===== src/rtl/fpcsr_pkg.sv =====
package fpcsr_pkg;
    localparam int RM_W    = 3;
    localparam int FLAG_W  = 5;
    localparam int FIELD_W = RM_W + FLAG_W;
    localparam int IMM_W   = 5;

    typedef enum logic [1:0] {
        VIEW_ALL   = 2'd0,
        VIEW_RM    = 2'd1,
        VIEW_FLAGS = 2'd2,
        VIEW_NONE  = 2'd3
    } view_e;

    typedef struct packed {
        logic [RM_W-1:0]   rm;
        logic [FLAG_W-1:0] flags;
    } csr_state_t;

    localparam logic [RM_W-1:0] RM_DYNAMIC   = 3'b111;
    localparam logic [RM_W-1:0] RM_LAST_LEGAL = 3'b100;
endpackage


===== src/rtl/fpcsr_view_read.sv =====
module fpcsr_view_read
    import fpcsr_pkg::*;
#(
    parameter int XLEN = 32
) (
    input  csr_state_t      st,
    input  view_e           view,
    output logic [XLEN-1:0] rdata
);
    always_comb begin
        rdata = '0;
        case (view)
            VIEW_ALL:   rdata[FIELD_W-1:0] = st;
            VIEW_RM:    rdata[RM_W-1:0]    = st.rm;
            VIEW_FLAGS: rdata[FLAG_W-1:0]  = st.flags;
            default:    rdata = '0;
        endcase
    end
endmodule


===== src/rtl/fpcsr_view_write.sv =====
module fpcsr_view_write
    import fpcsr_pkg::*;
(
    input  csr_state_t         st,
    input  logic               wr_en,
    input  view_e              view,
    input  logic [FIELD_W-1:0] wval,
    input  logic               acc_en,
    input  logic [FLAG_W-1:0]  acc_flags,
    output csr_state_t         st_next
);
    csr_state_t        merged;
    logic [FLAG_W-1:0] flags_acc;

    always_comb begin
        merged = st;
        if (wr_en) begin
            case (view)
                VIEW_ALL:   merged       = csr_state_t'(wval);
                VIEW_RM:    merged.rm    = wval[RM_W-1:0];
                VIEW_FLAGS: merged.flags = wval[FLAG_W-1:0];
                default:    merged       = st;
            endcase
        end
    end

    for (genvar i = 0; i < FLAG_W; i++) begin : g_sticky
        assign flags_acc[i] = merged.flags[i] | (acc_en & acc_flags[i]);
    end

    assign st_next = '{rm: merged.rm, flags: flags_acc};
endmodule


===== src/rtl/fpcsr_rm_resolve.sv =====
module fpcsr_rm_resolve
    import fpcsr_pkg::*;
(
    input  logic            op_valid,
    input  logic [RM_W-1:0] instr_rm,
    input  logic [RM_W-1:0] dyn_rm,
    output logic [RM_W-1:0] eff_rm,
    output logic            illegal
);
    logic dyn_sel;

    always_comb begin
        dyn_sel = (instr_rm == RM_DYNAMIC);
        eff_rm  = dyn_sel ? dyn_rm : instr_rm;
        illegal = op_valid & dyn_sel & (dyn_rm > RM_LAST_LEGAL);
    end
endmodule


===== src/rtl/fpcsr_unit.sv =====
module fpcsr_unit
    import fpcsr_pkg::*;
#(
    parameter int XLEN = 32
) (
    input  logic               clk,
    input  logic               rst_n,
    input  logic               acc_valid,
    input  logic [1:0]         acc_view,
    input  logic               acc_write,
    input  logic               acc_use_imm,
    input  logic [FIELD_W-1:0] acc_src,
    input  logic [IMM_W-1:0]   acc_imm,
    output logic [XLEN-1:0]    acc_rdata,
    input  logic               op_valid,
    input  logic [RM_W-1:0]    instr_rm,
    output logic [RM_W-1:0]    eff_rm,
    output logic               illegal_rm,
    input  logic               flag_valid,
    input  logic [FLAG_W-1:0]  flag_in,
    output logic [RM_W-1:0]    frm,
    output logic [FLAG_W-1:0]  fflags
);
    csr_state_t         state_d, state_q, state_nx;
    logic [FIELD_W-1:0] wval;
    logic               wr_en;
    view_e              view;
    view_e              rd_view;

    always_comb begin
        view    = view_e'(acc_view);
        rd_view = acc_valid ? view : VIEW_NONE;
        wr_en   = acc_valid & acc_write;
        wval    = acc_use_imm ? {{(FIELD_W-IMM_W){1'b0}}, acc_imm} : acc_src;
        state_d = state_nx;
    end

    always_ff @(posedge clk or negedge rst_n) begin
        if (!rst_n) state_q <= '0;
        else        state_q <= state_d;
    end

    fpcsr_view_write u_write (
        .st        (state_q),
        .wr_en     (wr_en),
        .view      (view),
        .wval      (wval),
        .acc_en    (flag_valid),
        .acc_flags (flag_in),
        .st_next   (state_nx)
    );

    fpcsr_view_read #(.XLEN(XLEN)) u_read (
        .st    (state_q),
        .view  (rd_view),
        .rdata (acc_rdata)
    );

    fpcsr_rm_resolve u_rm (
        .op_valid (op_valid),
        .instr_rm (instr_rm),
        .dyn_rm   (state_q.rm),
        .eff_rm   (eff_rm),
        .illegal  (illegal_rm)
    );

    assign frm    = state_q.rm;
    assign fflags = state_q.flags;
endmodule


===== config.mk =====
export PLATFORM = sky130hd
export DESIGN_NAME = fpcsr_unit
export DESIGN_NICKNAME = d
export VERILOG_FILES = /design/src/rtl/fpcsr_pkg.sv /design/src/rtl/fpcsr_view_read.sv /design/src/rtl/fpcsr_view_write.sv /design/src/rtl/fpcsr_rm_resolve.sv /design/src/rtl/fpcsr_unit.sv
export SDC_FILE = /design/constraint.sdc
export NUM_CORES = 1
export LEC_CHECK = 0
export ABC_AREA = 1
export BUFFER_PORTS_ARGS = -buffer_cell sky130_fd_sc_hd__buf_4
export CELL_PAD_IN_SITES_DETAIL_PLACEMENT = 1
export CELL_PAD_IN_SITES_GLOBAL_PLACEMENT = 2
export CORE_UTILIZATION = 18
export CTS_BUF_LIST = sky130_fd_sc_hd__clkbuf_4 sky130_fd_sc_hd__clkbuf_8
export CTS_CLUSTER_SIZE = 10
export DETAILED_ROUTE_END_ITERATION = 8
export GPL_ROUTABILITY_DRIVEN = 0
export PLACE_DENSITY = 0.95
export SLEW_MARGIN = 40
export SYNTH_ARGS = -nofsm -noshare
export SYNTH_HDL_FRONTEND = slang
export SYNTH_SLANG_ARGS = --single-unit

===== constraint.sdc =====
create_clock -name clk -period 1.4 [get_ports clk]
set_input_delay 0.14 -clock clk [delete_from_list [all_inputs] [get_ports clk]]
set_output_delay 0.14 -clock clk [all_outputs]
set_load 0.01 [all_outputs]

Word-level counts from Yosys, hierarchy flattened --
Cells that the tools add are included.
Storage, ports and cells: bits in registers 8, bits of input ports 30, output and inout bits 44
Cells by class: magnitude comparators 1, eq/ne operators 5, muxes and demuxes 9, bitwise logic cells 13, reductions and logical operators 6
Operators with widths (count):
- $pmux W3 S2 | 2
- $mux W5 | 2
- $and A1 B1 Y1 | 8
- $mux W8 | 1
- $mux W3 | 2
- $or A1 B1 Y1 | 5
- $eq A2 B1 Y1 const B | 2
- $eq A2 B2 Y1 const B | 2
- $logic_not A2 Y1 | 2
- $mux W2 | 2
- $reduce_or A2 Y1 | 2
- $eq A3 B3 Y1 const B | 1
- $gt A3 B3 Y1 const B | 1
- $reduce_and A2 Y1 | 1
- $reduce_bool A2 Y1 | 1

Depth between registers and ports, before layout --
Gate-level depths: netlist (run 1).
depth in word-level cells 5, depth in mapped cells 6

Cells and area by module --
A second synthesis (run 1) with hierarchy kept.
Second synthesis, totals: cell total of the unflattened synthesis 142, area, all modules 862.1 µm²
By module, submodules not included:
- fpcsr_unit | times used 1, cells each 37, area an instance 316.6 µm², sequential area each 200.2 µm²
- fpcsr_view_read | times used 1, cells each 47, area an instance 272.8 µm², sequential area each 0.0 µm²
- fpcsr_view_write | times used 1, cells each 44, area an instance 207.7 µm², sequential area each 0.0 µm²
- fpcsr_rm_resolve | times used 1, cells each 14, area an instance 65.1 µm², sequential area each 0.0 µm²

Worst setup path before layout (run 1) --
No wires, ideal clock.
path kind reg-to-output, start register state_q, in the netlist frm[0], end output port acc_rdata[0], arrival 0.772 ns, required time 1.260 ns, slack 0.488 ns, cell stages (with the launch flop) 3, buffers on the path 0, path through dfrtp_1 inv_1 o21ai_0
On the way: word-level cells in the longest chain between the ends 1
Ends and longest elaborated chain:
- from (decl) | line fpcsr_unit.sv:24 | csr_state_t state_d, state_q, state_nx;
- from (signal assigned) | line fpcsr_unit.sv:40 | else state_q <= state_d;
- $pmux W3 S2 | line fpcsr_view_read.sv:12 | case (view)
- to (decl) | line fpcsr_unit.sv:14 | output logic [XLEN-1:0] acc_rdata,
Every way passes these cells.

Final worst setup path (run 1) --
start register state_q, in the netlist frm[1], end output port acc_rdata[1]
The elaborated chain is that of the path after synthesis.

==> metrics, run 1 <==
number of nets with antenna violations after detailed routing=0; number of slew-limit violations in the final report=0; global-route wire length before repair=3480 um; CP endpoint kind=output port; number of violations of the max-capacitance limit=0; estimated wirelength of the detail-placed design=slightly above 2000 um; result of the run=completed; share of flip-flops with an asynchronous set or reset after synthesis=100%; leakage power of the design=0.684 nW; clock tree root driver cell=clkbuf_8; TritonRoute pass-1 iters=4; total congestion overflow after global routing=0; Placement Setup Slack=a little over 0.4 ns; diodes inserted=0; biggest fanout along the worst timing path=4; setup repair after global routing missed its margin=false; clock edge transition at the registers on the reported setup and hold paths=0.04 ns; distinct cell type count of the synthesized netlist=16; post-synthesis instance total=around 130; Max Clock Skew=0 ns; row count=23; standard cell core area=a little over 4000 sq um; top library cells by usage in the layout, fill and taps aside=49 x nand2_1, 49 x buf_4, 24 x conb_1, 13 x nand3_1, 8 x dfrtp_1; I/O Pins=between 70 and 80; worst-skew pair later-pin latency=about 0.23 ns; count of H-tree levels built during CTS=1; number of enable flip-flop cells after synthesis=0; routed via count=~900; number of antenna violations at the first check in global routing=0; Tmin final=1.20 ns; detailed router's first-iteration violation count=27; input/output buffers=49; Seq/Total Area, Yosys=about a quarter; share of post-route cells with drive strength above 1=approximately 34%; aggregate routed wire length=2320 um; Initial Utilization=between 15 and 20%; per-cell routed wire length=10.2 um; critical path class=flop to output port; worst hold path class=primary input to flop; worst-case vdd ir drop=roughly 0.00021 V; power density of the placed cells=773 nW/um^2; clk sinks=8; top flip-flop cell by instance count after synthesis=dfrtp_1; floorplan die area=about 4600 sq um; worst-case clock buffer depth=2; final setup violating endpoints=0; Period Utilization, post-route=85.6%; Final Hold Violating Endpoints=0; endpoint required time on the critical path=between 1 and 1.5 ns; number of buffers inserted during clock tree synthesis=3; count of unresolved DRC violations after routing=0; mean cell area of the mapped netlist=6.29 sq um; largest net degree at the start of global routing=9; layout overhead on the synthesized area=49.4%; routed via count divided by cell count=between 3 and 4; CTS tree=yes; Worst Path Arrival=roughly 1.1 ns; worst hold slack=0.129 ns; Post-Route Setup TNS=0 ns; die width=68.1 um; cell area after synthesis=786 sq um; number of storage elements in the synthesis netlist=8; minimum setup slack in the final design=0.201 ns; number of nets in the layout=209; YS warnings=0; FMAX=approximately 830 MHz; minimum setup slack among reg-to-reg paths=roughly 0.72 ns; CP startpoint kind=flop; global routing usage summed across all routing layers=roughly a tenth; y dimension of the die=just under 70 um; number of global-route vias before repair=between 700 and 800
power by group:
group / total, mW / leakage (nW) / internal, mW / switching, mW
clock: 0.274 / 0.0216 / 0.186 / 0.0880
sequential: 0.298 / 0.0897 / 0.264 / 0.0340
combinational: 0.335 / 0.573 / 0.157 / 0.178
logic make-up (layout without fill, tap and decap cells):
family | count (synthesis) | after routing | share of synthesized area [%]
buf+inv | 35 | 64 | 28.5
compound gates | 7 | 7 | 4.78
other cells | 1 | 24 | 0.477
flops | 8 | 8 | 25.5
simple gates | 74 | 74 | 40.8
per-layer routing:
metal | part of all wire [%] | track usage [%] | vias up
li1 | - | - | 445
met1 | 42 | 11.9 | 381
met2 | 47 | 16.5 | 48
met3 | 10 | 2.83 | 2
met4 | 0.65 | 5.47 | 0
met5 | 0 | 0 | -
synth_stat cells (2+ instances only):
master   instances  area (sq um)
nor2_1           7          26.3
nand2_1         49           184
o21ai_0          6          30.0
buf_4           24           180
inv_1            6          22.5
nand3_1         13          65.1
dfrtp_1          8           200
inv_2            3          11.3
nand2_2          2          12.5
final timing paths:
kind,start,to,depth (start not counted)
max in group asynchronous,rst_n,frm[0],2
min reg2reg,fflags[4],fflags[4],2
max reg2reg,frm[0],frm[0],2
max,frm[1],acc_rdata[1],3
min in group asynchronous,rst_n,fflags[3],2
min,flag_in[4],fflags[4],3
final cells by class:
class	instances	area [sq um]
Fill cell	528	2910
Multi-Input combinational cell	105	448
Timing Repair Buffer	50	378
Sequential cell	8	200
Tap cell	50	62.6
Inverter	11	43.8
Clock buffer	3	41.3
worst max-delay path, cell delays in order, from the launching register on:
cell and delay, ns:
dfrtp_1 0.40, inv_1 0.10, o21ai_0 0.18, buf_4 0.15
registers in the layout, summed over array words and instances (netlist names):
| name | cells |
|---|---|
| fflags | 5 |
| frm | 3 |
timing repair:
item / in CTS / in global routing
setup buffers: 0 / 0
endpoints found under the setup margin: 0 / 0
resized for setup: 0 / 0
hold buffers: 1 / 0
hold endpoints to repair: 8 / 0
stage by stage:
| step | area (sq um) | power [mW] | cells | util, % |
|---|---|---|---|---|
| after floorplan | 872 | 0.497 | 148 | - |
| after global placement | 1120 | 0.639 | 223 | 27.5 |
| after detailed placement | 1120 | 0.641 | 223 | 27.5 |
| after CTS | 1170 | 0.923 | 227 | 28.7 |
| after global routing | 1170 | 0.970 | 227 | 28.7 |
| final | 1170 | 0.907 | 227 | 28.7 |
Note: power is estimated with default switching activity, not from simulation.
==> run 2: changes to the inputs <==
ABC_AREA = not set   (was 1)
BUFFER_PORTS_ARGS = -buffer_cell sky130_fd_sc_hd__buf_2   (was -buffer_cell sky130_fd_sc_hd__buf_4)
CORE_UTILIZATION = 20   (was 18)
PLACE_DENSITY = 0.88   (was 0.95)
==> run 2 against run 1 <==
  * Clock skew stayed put
  * Clock-buffer cell count stayed put
  * Power is 4.3% lower
  * Critical path depth is 1 lower
  * Critical endpoint is now acc_rdata[5]
  * Highest routed layer unchanged
  * Die area is 7.8% lower
  * Sequential power is 4% higher
  * Register-to-register slack worse by 0.17 ns
  * Cell count is 18% lower
  * Largest cell class unchanged
==> metrics, run 2 <==
row count=22 (was 23); y dimension of the die=65.4 um (was 68.1 um); final standard cell count with taps included and fillers excluded=187 (was 227); per-cell routed wire length=12.0 um (was 10.2 um); FMAX=793 MHz (was 834 MHz); post-synthesis compound-gate area fraction=16.7% (was 4.78%); diodes inserted=0 (unchanged); synth cell count leaders=25 x buf_4, 9 x nor2_1, 8 x dfrtp_1 (was 49 x nand2_1, 24 x buf_4, 13 x nand3_1); mean cell area of the mapped netlist=8.93 sq um (was 6.29 sq um); clk sinks=8 (unchanged); number of violations of the max-capacitance limit=0 (unchanged); clock edge transition at the registers on the reported setup and hold paths=0.04 ns (about the same); floorplan die area=4270 sq um (was 4630 sq um); aggregate routed wire length=2240 um (was 2320 um); distinct cell type count of the synthesized netlist=24 (was 16); worst hold path class=primary input to flop (unchanged); Layout Cell Area excl Fill=1050 sq um (was 1170 sq um); endpoint required time on the critical path=1.26 ns (about the same); post-synthesis instance total=90 (was 125); DP Cell Count=183 (was 223); YS warnings=0 (unchanged); CP endpoint kind=output port (unchanged); number of nets with antenna violations after detailed routing=0 (unchanged); area share of fa/ha/maj cells after synthesis=0% (unchanged); share of the core filled with cells=28.0% (was 28.7%); number of antenna violations at the first check in global routing=0 (unchanged); gate family responsible for the most delay along the worst path=flip-flops (unchanged); worst setup path startpoint=frm[0] (was frm[1]); most common cell in the netlist=buf_4 (was nand2_1); ordered cell list for the critical path=nor4bb_2 -> buf_2 (was inv_1 -> o21ai_0 -> buf_4); share of flip-flops with an asynchronous set or reset after synthesis=100% (unchanged); standard cell with the maximum stage delay on the critical path=dfrtp_1 (unchanged); biggest fanout along the worst timing path=6 (was 4); worst-case clock buffer depth=2 (unchanged); buffers plus inverters on the worst setup path=1 (was 2); worst-case vdd ir drop=0.000181 V (was 0.000208 V); routed via count divided by cell count=3.98 (was 3.86); standard cell core area=3740 sq um (was 4090 sq um); Seq/Total Area, Yosys=24.9% (was 25.5%); synthesized-area fraction occupied by and/or/nand/nor cells=26.3% (was 40.8%); # Post-CTS Setup Buffers=0 (unchanged); count of unresolved DRC violations after routing=0 (unchanged); power density of the placed cells=828 nW/um^2 (was 773 nW/um^2); number of buffers inserted during clock tree synthesis=3 (unchanged); most frequent standard cell in the layout excluding fill and tap cells=buf_2; total congestion overflow after global routing=0 (unchanged); number of slew-limit violations in the final report=0 (unchanged); Crit path largest cell delay=0.45 ns (was 0.40 ns); largest net degree at the start of global routing=14 (was 9); I/O Pins=74 (unchanged); setup repair after global routing missed its margin=false (unchanged); instance area at placement=991 sq um (was 1120 sq um); parity-gate share of the synthesized area counting xor and xnor cells=0% (unchanged); global routing usage summed across all routing layers=10.1% (about the same); FF+latch area=200 sq um (unchanged); number of storage elements in the synthesis netlist=8 (unchanged); count of H-tree levels built during CTS=1 (unchanged); die width=65.4 um (was 68.1 um); TritonRoute pass-1 iters=4 (unchanged); Post-Route Setup TNS=0 ns (unchanged); capture endpoint of the worst hold path=fflags[1] (was fflags[4]); CP startpoint kind=flop (unchanged); worst-skew pair later-pin latency=0.22 ns (was 0.23 ns); share of post-route cells with drive strength above 1=41.7% (was 34.5%); max reg flops=5 (unchanged); routed via count=744 (was 876); Period Utilization, post-route=90.0% (was 85.6%); global-route wire length before repair=3260 um (was 3480 um); critical path class=flop to output port (unchanged); Tmin final=1.26 ns (was 1.20 ns); number of global-route vias before repair=682 (was 796); leakage power of the design=0.548 nW (was 0.684 nW); hold path start=flag_in[1] (was flag_in[4]); result of the run=completed (unchanged); worst reg2reg startpoint=fflags[0] (was frm[0]); estimated wirelength of the detail-placed design=1930 um (was 2070 um); Worst Path Arrival=1.12 ns (was 1.06 ns); top library cells by usage in the layout, fill and taps aside=49 x buf_2, 24 x conb_1, 9 x nor2_1, 8 x dfrtp_1 (was 49 x nand2_1, 49 x buf_4, 24 x conb_1, 13 x nand3_1, 8 x dfrtp_1); number of cells on the worst reg-to-reg path=1 (was 2); number of nets in the layout=171 (was 209); Max Clock Skew=0 ns (unchanged); top flip-flop cell by instance count after synthesis=dfrtp_1 (unchanged); critical register-to-register path endpoint=fflags[0] (was frm[0]); detailed router's first-iteration violation count=18 (was 27); CTS tree=yes (unchanged); clock tree root driver cell=clkbuf_8 (unchanged); Min-Delay Path Depth=2 (was 3); minimum setup slack among reg-to-reg paths=0.55 ns (was 0.72 ns); Synth area leader=dfrtp_1 (unchanged); area taken by multi-input logic gates=492 sq um (was 448 sq um); synth top area cells=dfrtp_1 25%, buf_4 23%, a221o_1 6.2% (was dfrtp_1 25%, nand2_1 23%, buf_4 23%); fraction of synthesized area in multiplexers=6.23% (was 0%); Initial Utilization=21.5% (was 19.2%); input/output buffers=49 (unchanged); Fillers=495 (was 528); Yosys top cell area share=24.9% (was 25.5%); Final Hold Violating Endpoints=0 (unchanged); cell area after synthesis=803 sq um (was 786 sq um); final setup violating endpoints=0 (unchanged); layout overhead on the synthesized area=30.5% (was 49.4%); combinational family with the most area after synthesis=simple AND/OR/NAND/NOR gates (unchanged); number of enable flip-flop cells after synthesis=0 (unchanged)
run 2: area by class of cell:
class | count | area share, %
clock buffer | 3 | 3.94
multi-input combinational | 78 | 46.9
sequential | 8 | 19.1
tap | 48 | 5.73
timing repair buffer | 50 | 24.3
run 2: power by group:
part           switching [mW]  leakage [nW]  internal (mW)  total (mW)
registers              0.0439        0.0854          0.265       0.309
logic                   0.153         0.441          0.137       0.290
clock network          0.0834        0.0216          0.186       0.269
run 2: cell families after synthesis:
kind of cell	count (synthesis)
flops	8
simple gates	32
other cells	1
mux	5
buf+inv	27
compound gates	17
run 2: metal layers:
layer | routed length (um) | global-route usage, % | share of wire (%)
met1 | 970 | 13.0 | 43
met2 | 1090 | 16.0 | 48
met3 | 172 | 2.78 | 7.7
met4 | 11 | 4.08 | 0.49
met5 | 0 | 0 | 0
run 2: timing repair:
item,4_1_cts,5_1_grt
endpoints found under the hold margin,8,0
resized for setup,0,1
hold buffers,1,0
setup endpoints to repair,0,1
run 2: how the worst max path moves through the flow:
stage | end | slack [ns] | cells past startpoint
4_1_cts | acc_rdata[5] | 0.08 | 2
3_5_place_dp | acc_rdata[2] | 0.26 | 5
5_1_grt | acc_rdata[5] | 0.05 | 2
2_1_floorplan | acc_rdata[7] | 0.35 | 1
6_report | acc_rdata[5] | 0.14 | 2
3_3_place_gp | acc_rdata[2] | 0.32 | 5
run 2: through the flow:
step / power (mW) / worst slack (ns) / hold slack, ns
2_1_floorplan: 0.516 / 0.352 / -0.156
3_3_place_gp: 0.593 / 0.315 / -0.0177
3_5_place_dp: 0.603 / 0.261 / -0.00867
4_1_cts: 0.880 / 0.0765 / 0.151
5_1_grt: 0.923 / 0.0453 / 0.156
6_report: 0.868 / 0.140 / 0.155
==> run 3: changes to the inputs <==
CELL_PAD_IN_SITES_DETAIL_PLACEMENT = 0   (was 1)
==> run 3 against run 2 <==
  * First-iteration DRC count increased by 22%
  * Clock power about the same
  * Register-to-register slack is essentially flat
  * Sequential power about the same
  * Cell area shrank 0.60%
  * Worst setup slack lost 0.029 ns
  * Via count shrank 2.7%
  * Die area stayed put
  * Clock-buffer cell count unchanged
==> metrics, run 3 (synthesized netlist as in run 2, its figures left out) <==
result of the run=completed (unchanged); clock share of power=31.1% (was 31.0%); leakage power of the design=0.548 nW (about the same); global-route wire length before repair=2950 um (was 3260 um); global routing usage summed across all routing layers=9.53% (was 10.1%); max reg flops=5 (unchanged); Crit path largest cell delay=0.42 ns (was 0.45 ns); Tmin final=1.29 ns (was 1.26 ns); worst hold path class=primary input to flop (unchanged); Period Utilization, post-route=92.1% (was 90.0%); CTS resizes=0 (unchanged); clock tree root driver cell=clkbuf_8 (unchanged); number of antenna violations at the first check in global routing=0 (unchanged); number of buffers inserted during clock tree synthesis=3 (unchanged); TritonRoute pass-1 iters=4 (unchanged); Sequential Power Share=35.9% (was 35.6%); per-cell routed wire length=10.8 um (was 12.0 um); endpoint required time on the critical path=1.26 ns (about the same); Cell Int Power=586 uW (was 588 uW); CP startpoint kind=flop (unchanged); most frequent standard cell in the layout excluding fill and tap cells=buf_2 (unchanged); setup repair after global routing missed its margin=false (unchanged); Max Clock Skew=0 ns (unchanged); Fillers=434 (was 495); worst-case clock buffer depth=2 (unchanged); row count=22 (unchanged); FMAX=776 MHz (was 793 MHz); number of nets with antenna violations after detailed routing=0 (unchanged); share of post-route cells with drive strength above 1=41.0% (was 41.7%); Initial Utilization=21.5% (unchanged); aggregate routed wire length=2030 um (was 2240 um); instance area at placement=991 sq um (unchanged); Post-Route Setup TNS=0 ns (unchanged); biggest fanout along the worst timing path=6 (unchanged); clk sinks=8 (unchanged); routed via count=724 (was 744); ordered cell list for the critical path=nor4bb_1 -> buf_2 (was nor4bb_2 -> buf_2); Sw Pwr=277 uW (was 280 uW); DP Cell Count=183 (unchanged); final standard cell count with taps included and fillers excluded=187 (unchanged); y dimension of the die=65.4 um (unchanged); Placement Setup Slack=0.258 ns (was 0.261 ns); CTS tree=yes (unchanged); diodes inserted=0 (unchanged); number of global-route vias before repair=630 (was 682); number of cells on the worst reg-to-reg path=1 (unchanged); count of H-tree levels built during CTS=1 (unchanged); CP endpoint kind=output port (unchanged); critical path class=flop to output port (unchanged); clock edge transition at the registers on the reported setup and hold paths=0.04 ns (about the same); number of violations of the max-capacitance limit=0 (unchanged); total congestion overflow after global routing=0 (unchanged); routed via count divided by cell count=3.87 (was 3.98); number of nets in the layout=171 (unchanged); Final Hold Violating Endpoints=0 (unchanged); I/O Pins=74 (unchanged); input/output buffers=49 (unchanged); count of unresolved DRC violations after routing=0 (unchanged); net switching fraction of the power=32.1% (was 32.3%); Min-Delay Path Depth=2 (unchanged); power density of the placed cells=828 nW/um^2 (about the same); final setup violating endpoints=0 (unchanged); detailed router's first-iteration violation count=22 (was 18); number of slew-limit violations in the final report=0 (unchanged); layout overhead on the synthesized area=29.8% (was 30.5%); standard cell with the maximum stage delay on the critical path=dfrtp_1 (unchanged); combinational share of power=33.1% (was 33.4%); standard cell core area=3740 sq um (unchanged); Worst Path Arrival=1.15 ns (was 1.12 ns); largest net degree at the start of global routing=14 (unchanged); minimum setup slack in the final design=0.111 ns (was 0.140 ns); Layout Cell Area excl Fill=1040 sq um (was 1050 sq um); die width=65.4 um (unchanged); floorplan die area=4270 sq um (unchanged); worst-skew pair later-pin latency=0.23 ns (was 0.22 ns); estimated wirelength of the detail-placed design=1770 um (was 1930 um); worst-case vdd ir drop=0.000192 V (was 0.000181 V); top library cells by usage in the layout, fill and taps aside=49 x buf_2, 24 x conb_1, 9 x nor2_1, 8 x dfrtp_1 (unchanged)
## run 3: cell counts in the layout (fill, tap and decap cells not counted)
Identical to the previous run, type by type.
## run 3: final cells by class
| type | instances | area, sq um | share of cell area (%) |
|---|---|---|---|
| multi-input combinational | 78 | 485 | 46.6 |
| timing repair buffer | 50 | 255 | 24.5 |
| sequential | 8 | 200 | 19.2 |
| tap | 48 | 60.1 | 5.76 |
| clock buffer | 3 | 41.3 | 3.96 |
## run 3: timing repair
action	in CTS	in global routing
setup buffers	0	0
endpoints found under the hold margin	8	0
hold buffers	1	0
## run 3: path summary, 6_finish.rpt
check                            from           end  slack [ns]
setup reg to reg            fflags[2]     fflags[2]        0.55
setup / recovery               frm[2]  acc_rdata[7]        0.11
hold / removal             flag_in[4]     fflags[4]        0.15
min in group asynchronous       rst_n        frm[0]        0.28
hold reg to reg             fflags[3]     fflags[3]        0.54
max in group asynchronous       rst_n     fflags[0]        0.96
## run 3: worst max-delay path: cells and delay by family (launching register included)
| kind | cells | cell delay [ns] |
|---|---|---|
| and+or+nand+nor | 1 | 0.32 |
| DFF | 1 | 0.42 |
| buffers and inverters | 1 | 0.18 |
## run 3: power by group through the flow
stage / combinational [mW] / sequential [mW] / clock, mW
5_1_grt: 0.314 / 0.317 / 0.287
6_report: 0.285 / 0.310 / 0.268
3_3_place_gp: 0.281 / 0.312 / 0
2_1_floorplan: 0.202 / 0.314 / 0
4_1_cts: 0.290 / 0.310 / 0.276
3_5_place_dp: 0.287 / 0.313 / 0
## run 3: per-layer routing
layer	wire length (um)	track usage, %	vias up
met5	0	0	-
met4	36	5.71	0
met3	196	2.60	3
met2	882	13.8	44
met1	913	12.4	308
li1	-	-	369
## run 3: per-stage QoR
stage	hold WS, ns	util [%]	total power, mW
after global routing	0.156	27.8	0.918
after global placement	-0.0177	26.5	0.593
after detailed placement	-0.0161	26.5	0.599
after floorplan	-0.156	-	0.516
after CTS	0.144	27.8	0.876
final	0.147	27.8	0.863
